$ cat config.mk
export PLATFORM = sky130hd
export DESIGN_NAME = rob_core
export DESIGN_NICKNAME = d
export VERILOG_FILES = /design/src/rtl/rob_pkg.sv /design/src/rtl/rob_ptrs.sv /design/src/rtl/rob_store.sv /design/src/rtl/rob_ctrl.sv /design/src/rtl/rob_core.sv
export SDC_FILE = /design/constraint.sdc
export NUM_CORES = 1
export LEC_CHECK = 0
export BUFFER_PORTS_ARGS = -buffer_cell sky130_fd_sc_hd__buf_4
export CAP_MARGIN = 10
export CORE_ASPECT_RATIO = 2
export CORE_MARGIN = 2
export CORE_UTILIZATION = 40
export CTS_CLUSTER_DIAMETER = 40
export DETAILED_ROUTE_END_ITERATION = 6
export PLACE_DENSITY_LB_ADDON = 0.3
export SYNTH_ARGS = -nofsm -noshare
export SYNTH_HDL_FRONTEND = slang
export SYNTH_SLANG_ARGS = --single-unit
$ cat constraint.sdc
create_clock -name clk -period 9.1 [get_ports clk]
set_clock_uncertainty 0.2 [all_clocks]
set_input_delay 0.91 -clock clk [delete_from_list [all_inputs] [get_ports clk]]
set_output_delay 0.91 -clock clk [all_outputs]
set_load 0.01 [all_outputs]
$ cat src/rtl/rob_pkg.sv
package rob_pkg;

    typedef enum logic [1:0] {
        K_ALU    = 2'd0,
        K_LOAD   = 2'd1,
        K_STORE  = 2'd2,
        K_BRANCH = 2'd3
    } rob_kind_e;

    typedef enum logic {
        ST_RUN      = 1'b0,
        ST_REDIRECT = 1'b1
    } rob_state_e;

endpackage

$ cat src/rtl/rob_ptrs.sv
module rob_ptrs #(
    parameter int DEPTH = 8,
    localparam int TAG_W = $clog2(DEPTH),
    localparam int CNT_W = TAG_W + 1
) (
    input  logic             clk,
    input  logic             rst_n,
    input  logic             push,
    input  logic             pop,
    input  logic             flush,
    output logic [TAG_W-1:0] head,
    output logic [TAG_W-1:0] tail,
    output logic [CNT_W-1:0] count
);

    logic [TAG_W-1:0] head_inc;

    assign head_inc = head + TAG_W'(1);

    always_ff @(posedge clk) begin
        if (!rst_n) begin
            head  <= '0;
            tail  <= '0;
            count <= '0;
        end else if (flush) begin
            head  <= head_inc;
            tail  <= head_inc;
            count <= '0;
        end else begin
            if (pop) begin
                head <= head_inc;
            end
            if (push) begin
                tail <= tail + TAG_W'(1);
            end
            count <= count + CNT_W'(push) - CNT_W'(pop);
        end
    end

endmodule

$ cat src/rtl/rob_store.sv
module rob_store
    import rob_pkg::*;
#(
    parameter int DEPTH  = 8,
    parameter int REG_W  = 5,
    parameter int DATA_W = 32,
    parameter int ADDR_W = 32,
    localparam int TAG_W = $clog2(DEPTH)
) (
    input  logic              clk,
    input  logic              rst_n,
    input  logic              flush,
    input  logic              alloc_we,
    input  logic [TAG_W-1:0]  alloc_idx,
    input  rob_kind_e         alloc_kind,
    input  logic [REG_W-1:0]  alloc_dest,
    input  logic              wb_we,
    input  logic [TAG_W-1:0]  wb_idx,
    input  logic [DATA_W-1:0] wb_value,
    input  logic [ADDR_W-1:0] wb_addr,
    input  logic              wb_mis,
    input  logic [ADDR_W-1:0] wb_target,
    input  logic              pop,
    input  logic [TAG_W-1:0]  head_idx,
    output logic              hd_valid,
    output logic              hd_ready,
    output rob_kind_e         hd_kind,
    output logic [REG_W-1:0]  hd_dest,
    output logic [DATA_W-1:0] hd_value,
    output logic [ADDR_W-1:0] hd_addr,
    output logic              hd_mis,
    output logic [ADDR_W-1:0] hd_target
);

    logic              v_q    [DEPTH];
    logic              r_q    [DEPTH];
    rob_kind_e         kind_q [DEPTH];
    logic [REG_W-1:0]  dest_q [DEPTH];
    logic [DATA_W-1:0] val_q  [DEPTH];
    logic [ADDR_W-1:0] addr_q [DEPTH];
    logic              mis_q  [DEPTH];
    logic [ADDR_W-1:0] tgt_q  [DEPTH];

    for (genvar g = 0; g < DEPTH; g++) begin : g_slot
        logic hit_alloc;
        logic hit_wb;
        logic hit_pop;

        assign hit_alloc = alloc_we && (alloc_idx == TAG_W'(g));
        assign hit_wb    = wb_we && (wb_idx == TAG_W'(g)) && v_q[g];
        assign hit_pop   = pop && (head_idx == TAG_W'(g));

        always_ff @(posedge clk) begin
            if (!rst_n) begin
                v_q[g]    <= 1'b0;
                r_q[g]    <= 1'b0;
                kind_q[g] <= K_ALU;
                dest_q[g] <= '0;
                val_q[g]  <= '0;
                addr_q[g] <= '0;
                mis_q[g]  <= 1'b0;
                tgt_q[g]  <= '0;
            end else if (flush) begin
                v_q[g] <= 1'b0;
                r_q[g] <= 1'b0;
            end else begin
                if (hit_pop) begin
                    v_q[g] <= 1'b0;
                end
                if (hit_wb) begin
                    r_q[g]    <= 1'b1;
                    val_q[g]  <= wb_value;
                    addr_q[g] <= wb_addr;
                    mis_q[g]  <= wb_mis;
                    tgt_q[g]  <= wb_target;
                end
                if (hit_alloc) begin
                    v_q[g]    <= 1'b1;
                    r_q[g]    <= 1'b0;
                    kind_q[g] <= alloc_kind;
                    dest_q[g] <= alloc_dest;
                    mis_q[g]  <= 1'b0;
                end
            end
        end
    end

    always_comb begin
        hd_valid  = v_q[head_idx];
        hd_ready  = r_q[head_idx];
        hd_kind   = kind_q[head_idx];
        hd_dest   = dest_q[head_idx];
        hd_value  = val_q[head_idx];
        hd_addr   = addr_q[head_idx];
        hd_mis    = mis_q[head_idx];
        hd_target = tgt_q[head_idx];
    end

endmodule

$ cat src/rtl/rob_ctrl.sv
module rob_ctrl
    import rob_pkg::*;
#(
    parameter int ADDR_W = 32
) (
    input  logic              clk,
    input  logic              rst_n,
    input  logic              flush_req,
    input  logic [ADDR_W-1:0] flush_target,
    output logic              run_ok,
    output logic              redirect_valid,
    output logic [ADDR_W-1:0] redirect_pc
);

    rob_state_e        state_q;
    logic [ADDR_W-1:0] target_q;

    always_ff @(posedge clk) begin
        if (!rst_n) begin
            state_q  <= ST_RUN;
            target_q <= '0;
        end else begin
            unique case (state_q)
                ST_RUN: begin
                    if (flush_req) begin
                        state_q  <= ST_REDIRECT;
                        target_q <= flush_target;
                    end
                end
                ST_REDIRECT: begin
                    state_q <= ST_RUN;
                end
            endcase
        end
    end

    always_comb begin
        run_ok         = 1'b0;
        redirect_valid = 1'b0;
        redirect_pc    = target_q;
        unique case (state_q)
            ST_RUN:      run_ok = 1'b1;
            ST_REDIRECT: redirect_valid = 1'b1;
        endcase
    end

endmodule

$ cat src/rtl/rob_core.sv
module rob_core
    import rob_pkg::*;
#(
    parameter int DEPTH  = 8,
    parameter int REG_W  = 5,
    parameter int DATA_W = 32,
    parameter int ADDR_W = 32,
    localparam int TAG_W = $clog2(DEPTH)
) (
    input  logic              clk,
    input  logic              rst_n,
    input  logic              alloc_valid,
    input  logic [1:0]        alloc_kind,
    input  logic [REG_W-1:0]  alloc_dest,
    output logic              alloc_ready,
    output logic [TAG_W-1:0]  alloc_tag,
    input  logic              wb_valid,
    input  logic [TAG_W-1:0]  wb_tag,
    input  logic [DATA_W-1:0] wb_value,
    input  logic [ADDR_W-1:0] wb_addr,
    input  logic              wb_mispredict,
    input  logic [ADDR_W-1:0] wb_target,
    output logic              commit_valid,
    output logic [TAG_W-1:0]  commit_tag,
    output logic [1:0]        commit_kind,
    output logic              reg_we,
    output logic [REG_W-1:0]  reg_dest,
    output logic [DATA_W-1:0] reg_value,
    output logic              store_we,
    output logic [ADDR_W-1:0] store_addr,
    output logic [DATA_W-1:0] store_data,
    output logic              redirect_valid,
    output logic [ADDR_W-1:0] redirect_pc
);

    localparam int CNT_W = TAG_W + 1;

    logic [TAG_W-1:0]  head;
    logic [TAG_W-1:0]  tail;
    logic [CNT_W-1:0]  occ_count;
    logic              full;
    logic              empty;
    logic              run_ok;
    logic              alloc_fire;
    logic              commit_fire;
    logic              flush_now;

    logic              hd_valid;
    logic              hd_ready;
    rob_kind_e         hd_kind;
    logic [REG_W-1:0]  hd_dest;
    logic [DATA_W-1:0] hd_value;
    logic [ADDR_W-1:0] hd_addr;
    logic              hd_mis;
    logic [ADDR_W-1:0] hd_target;

    assign full        = (occ_count == CNT_W'(DEPTH));
    assign empty       = (occ_count == '0);
    assign commit_fire = run_ok && !empty && hd_valid && hd_ready;
    assign flush_now   = commit_fire && (hd_kind == K_BRANCH) && hd_mis;
    assign alloc_ready = run_ok && !full && !flush_now;
    assign alloc_fire  = alloc_valid && alloc_ready;
    assign alloc_tag   = tail;

    rob_ptrs #(.DEPTH(DEPTH)) u_ptrs (
        .clk   (clk),
        .rst_n (rst_n),
        .push  (alloc_fire),
        .pop   (commit_fire),
        .flush (flush_now),
        .head  (head),
        .tail  (tail),
        .count (occ_count)
    );

    rob_store #(
        .DEPTH  (DEPTH),
        .REG_W  (REG_W),
        .DATA_W (DATA_W),
        .ADDR_W (ADDR_W)
    ) u_store (
        .clk        (clk),
        .rst_n      (rst_n),
        .flush      (flush_now),
        .alloc_we   (alloc_fire),
        .alloc_idx  (tail),
        .alloc_kind (rob_kind_e'(alloc_kind)),
        .alloc_dest (alloc_dest),
        .wb_we      (wb_valid),
        .wb_idx     (wb_tag),
        .wb_value   (wb_value),
        .wb_addr    (wb_addr),
        .wb_mis     (wb_mispredict),
        .wb_target  (wb_target),
        .pop        (commit_fire),
        .head_idx   (head),
        .hd_valid   (hd_valid),
        .hd_ready   (hd_ready),
        .hd_kind    (hd_kind),
        .hd_dest    (hd_dest),
        .hd_value   (hd_value),
        .hd_addr    (hd_addr),
        .hd_mis     (hd_mis),
        .hd_target  (hd_target)
    );

    rob_ctrl #(.ADDR_W(ADDR_W)) u_ctrl (
        .clk            (clk),
        .rst_n          (rst_n),
        .flush_req      (flush_now),
        .flush_target   (hd_target),
        .run_ok         (run_ok),
        .redirect_valid (redirect_valid),
        .redirect_pc    (redirect_pc)
    );

    always_comb begin
        commit_valid = commit_fire;
        commit_tag   = head;
        commit_kind  = hd_kind;
        reg_dest     = hd_dest;
        reg_value    = hd_value;
        store_addr   = hd_addr;
        store_data   = hd_value;
        reg_we       = 1'b0;
        store_we     = 1'b0;
        unique case (hd_kind)
            K_ALU, K_LOAD: reg_we   = commit_fire;
            K_STORE:       store_we = commit_fire;
            K_BRANCH:      ;
        endcase
    end

endmodule

Word-level counts from Yosys, hierarchy flattened
Memories as Yosys holds them, arrays and structs flattened. A register that Yosys moved wholly into a read port is not among the register bits.
Index checks and enable logic that the tools add are counted.
{"block": "word_totals", "ram_bits": 848, "memories": 8, "inputBits": 111, "regBits": 11, "output_inout_bits": 146, "elab_cells": 428}
{"memory": "u_store.addr_q", "depth": 8, "word_bits": 32, "read_ports": 1, "rd_clocked_by_memory_dff": 1, "wr": 8, "line_no": "rob_store.sv:40", "source": "logic [ADDR_W-1:0] addr_q [DEPTH];"}
{"memory": "u_store.tgt_q", "depth": 8, "word_bits": 32, "read_ports": 1, "rd_clocked_by_memory_dff": 1, "wr": 8, "line_no": "rob_store.sv:42", "source": "logic [ADDR_W-1:0] tgt_q [DEPTH];"}
{"memory": "u_store.val_q", "depth": 8, "word_bits": 32, "read_ports": 1, "rd_clocked_by_memory_dff": 1, "wr": 8, "line_no": "rob_store.sv:39", "source": "logic [DATA_W-1:0] val_q [DEPTH];"}
{"memory": "u_store.dest_q", "depth": 8, "word_bits": 5, "read_ports": 1, "rd_clocked_by_memory_dff": 1, "wr": 8, "line_no": "rob_store.sv:38", "source": "logic [REG_W-1:0] dest_q [DEPTH];"}
{"memory": "u_store.kind_q", "depth": 8, "word_bits": 2, "read_ports": 1, "rd_clocked_by_memory_dff": 1, "wr": 8, "line_no": "rob_store.sv:37", "source": "rob_kind_e kind_q [DEPTH];"}
{"memory": "u_store.mis_q", "depth": 8, "word_bits": 1, "read_ports": 1, "rd_clocked_by_memory_dff": 1, "wr": 8, "line_no": "rob_store.sv:41", "source": "logic mis_q [DEPTH];"}
{"memory": "2 more memories"}
{"block": "op_classes", "eq_ne": 25, "addsub": 4, "n_bitwise": 106, "reduce_logical": 54, "mux": 227}
{"cell": "32-bit two-way mux", "count": 24}
{"cell": "1-bit two-way mux", "count": 168}
{"cell": "1-bit OR", "count": 104}
{"cell": "3-bit two-way mux", "count": 18}
{"cell": "1-bit logical AND", "count": 40}
{"cell": "5-bit two-way mux", "count": 8}
{"cell": "3-bit equality test, second input constant", "count": 12}
{"cell": "3-bit by 2-bit equality test with 1-bit output, second input constant", "count": 6}
{"cell": "2-bit two-way mux", "count": 8}
{"cell": "3-bit by 1-bit equality test with 1-bit output, second input constant", "count": 3}
{"cell": "3-bit zero test", "count": 3}
{"cell": "3-bit by 1-bit adder with 3-bit output, second input constant", "count": 2}
{"cell": "4-bit by 1-bit adder with 4-bit output", "count": 1}
{"cell": "2-bit equality test, second input constant", "count": 2}
{"cell": "4-bit equality test, second input constant", "count": 1}
{"cell": "1-bit zero test", "count": 4}
{"cell": "4-bit zero test", "count": 1}
{"cell": "2-bit nonzero test", "count": 2}
{"cell": "2-bit OR reduction", "count": 2}
{"cell": "4-bit by 1-bit subtractor with 4-bit output", "count": 1}
{"cell": "2-bit by 1-bit equality test with 1-bit output, second input constant", "count": 1}
{"cell": "2-bit zero test", "count": 1}
{"cell": "1-bit inverter", "count": 2}
{"cell": "1-bit one-hot mux with 2 select lines", "count": 1}
{"cell": "2-bit AND reduction", "count": 1}

Depth between registers and ports, before layout
{"block": "logic_depth", "ltp_word": 16, "ltp_mapped": 15, "mapped_depth_nobuf": 13}

Cells and area by module
From an unflattened synthesis, not the netlist that was laid out.
{"block": "unflattened", "cells_unflattened": 2602, "hier_area_um2": 38645.8}
{"module": "rob_store", "n_inst": 1, "area_per_inst_um2": 36463.7, "cells_each": 2360, "seq_area_each_um2": 25434.4}
{"module": "rob_ctrl", "n_inst": 1, "area_per_inst_um2": 1343.8, "cells_each": 143, "seq_area_each_um2": 660.6}
{"module": "rob_ptrs", "n_inst": 1, "area_per_inst_um2": 525.5, "cells_each": 55, "seq_area_each_um2": 200.2}
{"module": "rob_core", "n_inst": 1, "area_per_inst_um2": 312.8, "cells_each": 44, "seq_area_each_um2": 0.0}

Worst setup path after synthesis
No wires, ideal clock.
{"block": "synth_path", "path_kind": "register to register", "start": "reg (tool-made name)", "end": "mem u_store.addr_q[3][0] (enable)", "t_required_ns": 8.216, "arrival_ns": 8.450, "path_buffers": 2, "period_less_slack_ns": 9.335, "setup_slack_ns": -0.235, "setup_time_ns": 0.684, "stages_incl_launch_ff": 7, "cell_sequence": "dfxtp_1 > buf_2 > mux4_2 > mux2i_2 > nor3_2 > clkbuf_1 > o21ai_0"}
{"element": "end: declaration", "line_no": "rob_store.sv:40"}

==> impl_summary.txt <==
----------------------------------------------------
[Run status]
  Outcome ... complete, no violations

[Die]
  # IOs ... 257
  Starting Density ... 40.3%
  Die outline width ... 228 um
  Floorplan row count ... 164
  Die footprint ... 103000 um2
  Standard cell core area ... 99900 um2
  Overall die height ... 453 um

[Placement]
  Port Buffers ... 256
  # placed instances ... 3966
  Post-placement cell area ... 43300 um2
  Setup slack at placement ... 3.39 ns
  Final RePlAce weighted congestion ... 0.817
  Total half-perimeter wirelength after legalization and detailed placement ... 62800 um

[Synth]
  Number of enable-type register cells in the synthesized netlist ... 845
  Area share of the largest cell type after synthesis ... 63.0%
  Top post-synthesis cells by area ... sky130_fd_sc_hd__edfxtp_1, sky130_fd_sc_hd__and2_1, sky130_fd_sc_hd__mux4_2
  Yosys reg bits ... 894
  Synth unique cells ... 50
  Number of warning messages in the yosys log ... 0
  List of most frequent post-synthesis cells ... sky130_fd_sc_hd__edfxtp_1, sky130_fd_sc_hd__and2_1, sky130_fd_sc_hd__mux4_2
  Count leader, synth ... sky130_fd_sc_hd__edfxtp_1
  Register area share after synthesis ... 65.4%
  Fraction of registers with async set/reset ... 0%
  Cells after Synth ... 2551
  Post-Synthesis Cell Area ... 40300 um2
  Largest area contributor in the synthesized netlist ... sky130_fd_sc_hd__edfxtp_1
  Post-Synthesis Net Count ... 2681
  Avg Cell Area, Syn ... 15.8 um2
  Synth Flop Type ... sky130_fd_sc_hd__edfxtp_1

[Clock network]
  Number of levels in the clock H-tree ... 3
  Num Clock Sinks ... 894
  Number of buffers inserted for hold repair after clock tree synthesis ... 0
  Total clock buffers created by CTS ... 89
  Root Buffer Master ... sky130_fd_sc_hd__clkbuf_16
  Clock transition at the register clock pins on the worst setup and hold paths after CTS ... 0.06 ns
  Buffer levels on the longest clock path ... 3
  TritonCTS clock tree ... built
  Number of setup buffers added after CTS ... 0
  CTS-repair resized insts ... 0
  Clock latency reported for the late side of the worst-skew pair ... 0.68 ns

[Routing]
  Routed length per placed instance ... 26.0 um
  DRC violations left ... 0
  Wire length after detailed routing ... 107000 um
  Drt pass-1 iters ... 5
  Via Count ... 22600
  DRT antenna net count ... 0
  Initial detailed-routing violation count ... 1798
  Drt via density ... 5.47

[Timing]
  Worst path setup slack after routing ... 3.41 ns
  Final critical path time including I/O delays and setup ... 5.69 ns
  Actual slew at the worst max-slew pin ... 1.20 ns
  Fmax achieved ... 0.176 GHz
  Fin. max-slew vios ... 0
  Hold WS ... 0.311 ns
  Max_slew headroom ... 18.9%
  RSZ-0062 raised after global routing ... no
  Final number of hold-violating endpoints ... 0
  Share of the cycle needed by the critical path after routing ... 62.5%
  Endpoints failing setup ... 0

[Final layout]
  Final cell count without fillers ... 4134
  Area added between synthesis and finish ... 14.9%
  Final instance area ... 46300 um2
  Share of post-route cells with drive strength above 1 ... 26.9%
  Final standard cell utilization of the core ... 46.3%
  Number of nets in the final layout ... 2859

[Pwr]
  Part of the power in registers ... 49.2%
  Power spent charging and discharging nets ... 2.41 mW
  Part of the total power dissipated in combinational logic ... 12.0%
  Max IR drop VDD ... 0.147 mV
  Switching share of power ... 24.8%
  Cell internal pwr ... 7.29 mW
  Clock power frac ... 38.9%
  Cell area power density ... 210 nW/um2
  Cell leakage power ... 16.6 nW

[Global routing]
  Residual overflow from global routing ... 0
  Global routing usage summed across all routing layers ... 20.9%
  Antenna violations before repair ... 7
  Global-route wire length before repair ... 159000 um
  Largest net degree at the start of global routing ... 85
  Vias in the first global route ... 24600

[Critical path]
  Critical path start-end classification ... reg2reg
  Slowest cell on the critical path ... sky130_fd_sc_hd__nor3_4
  Nature of the critical path endpoint ... flip-flop
  Endpoint required time on the critical path ... 9.42 ns
  Worst EP arrival ... 6.01 ns
  Maximum fanout count along the critical path ... 70
  Cell breakdown of the critical path ... buf_4 > mux4_2 > nand2_1 > o21a_1 > nor3_4 > buf_4 > nor2_1 > ha_1 > fa_1 > xnor2_1 > nor2_1
  Crit path launch type ... flip-flop
  Critical path's largest stage delay ... 0.85 ns

[Min path]
  Min-delay worst type ... reg2reg
  Hold_sp ... u_store.mis_q[4]$_DFF_P_

[Run]
  Max-cap violations ... 0

----------------------------------------------------
==> registers in the layout, summed over array words and instances (netlist names), named ones only <==
| name | flops |
|---|---|
| u_store.dest_q | 40 |
| u_store.kind_q | 16 |
| u_ptrs.head | 3 |
| u_store.addr_q | 256 |
| u_store.tgt_q | 256 |
| u_store.r_q | 8 |
| u_ctrl.redirect_pc | 32 |
| u_ptrs.count | 4 |
| u_ctrl.state_q | 1 |
| u_store.val_q | 256 |
| u_store.v_q | 8 |
| u_store.mis_q | 8 |
| u_ptrs.tail | 3 |
==> kinds of logic (layout without fill, tap and decap cells) <==
group           after synthesis  in the layout  synth area share [%]
xor+xnor                      4              4                0.0870
mux                         282            282                  13.8
other cells                   0              4                     0
simple gates               1002           1002                  14.7
compound gates              116            116                  2.52
fa+ha+maj                    19             19                 0.609
buf+inv                     234            485                  2.84
flops                       894            894                  65.4
==> final timing paths <==
check | end | slack (ns) | depth (start not counted)
worst max register to register | u_ptrs.count[2]$_SDFF_PP0_ | 3.41 | 11
worst min register to register | u_store.mis_q[4]$_DFF_P_ | 0.31 | 2
worst min-delay path | u_store.mis_q[4]$_DFF_P_ | 0.31 | 2
worst max-delay path | u_ptrs.count[2]$_SDFF_PP0_ | 3.41 | 11
==> per-layer routing <==
metal / track usage, % / vias up / part of all wire (%)
li1: - / 9854 / -
met3: 3.48 / 157 / 5.8
met5: 0 / - / 0.026
met1: 25.0 / 11800 / 38
met2: 38.6 / 810 / 54
met4: 6.09 / 4 / 2.2
==> power by group through the flow <==
stage / clock [mW] / sequential (mW) / combinational [mW]
6_report: 3.77 / 4.77 / 1.16
5_1_grt: 3.98 / 4.79 / 1.25
4_1_cts: 3.84 / 4.77 / 1.19
3_5_place_dp: 0 / 4.86 / 1.18
3_3_place_gp: 0 / 4.85 / 1.18
2_1_floorplan: 0 / 4.84 / 0.749
==> cell type report <==
class | count | area (um2)
inverters | 17 | 68.8
diodes | 4 | 10.0
clock inverters | 50 | 549
clock buffers | 114 | 2460
fillers | 8655 | 53700
well taps | 1328 | 1660
multi-input cells | 1423 | 12900
flip-flops and latches | 894 | 26400
repair buffers | 304 | 2290
==> placed cells by master, fill, tap and decap left out, types with 11 or more instances in the layout <==
cell type	netlist	final
sky130_fd_sc_hd__nand2_1	91	90
sky130_fd_sc_hd__mux4_2	210	210
sky130_fd_sc_hd__clkinv_4	0	13
sky130_fd_sc_hd__nor4b_1	20	20
sky130_fd_sc_hd__a31oi_1	33	33
sky130_fd_sc_hd__ha_1	18	18
sky130_fd_sc_hd__nor3_1	11	11
sky130_fd_sc_hd__buf_4	56	303
sky130_fd_sc_hd__clkbuf_1	112	16
sky130_fd_sc_hd__a311oi_1	33	33
sky130_fd_sc_hd__dfxtp_1	49	44
sky130_fd_sc_hd__nand3_1	24	24
sky130_fd_sc_hd__inv_1	13	13
sky130_fd_sc_hd__and2_1	786	786
sky130_fd_sc_hd__mux2_2	70	70
sky130_fd_sc_hd__nor2_1	51	51
sky130_fd_sc_hd__clkbuf_16	0	93
sky130_fd_sc_hd__edfxtp_1	845	845
==> critical path, delay by kind of cell (launching register included) <==
| family | cells | cell delay, ns |
|---|---|---|
| compound gates | 1 | 0.36 |
| xor+xnor | 1 | 0.21 |
| fa+ha+maj | 2 | 0.70 |
| buf+inv | 2 | 1.56 |
| flops | 1 | 0.80 |
| mux | 1 | 0.38 |
| simple gates | 4 | 1.16 |
==> metrics by stage <==
step                      TNS (ns)  total power [mW]
after CTS                        0              9.80
after detailed placement         0              6.04
final                            0              9.70
after global placement           0              6.02
after floorplan            -157.48              5.59
after global routing             0              10.0
Note: power is estimated with default switching activity, not from simulation.
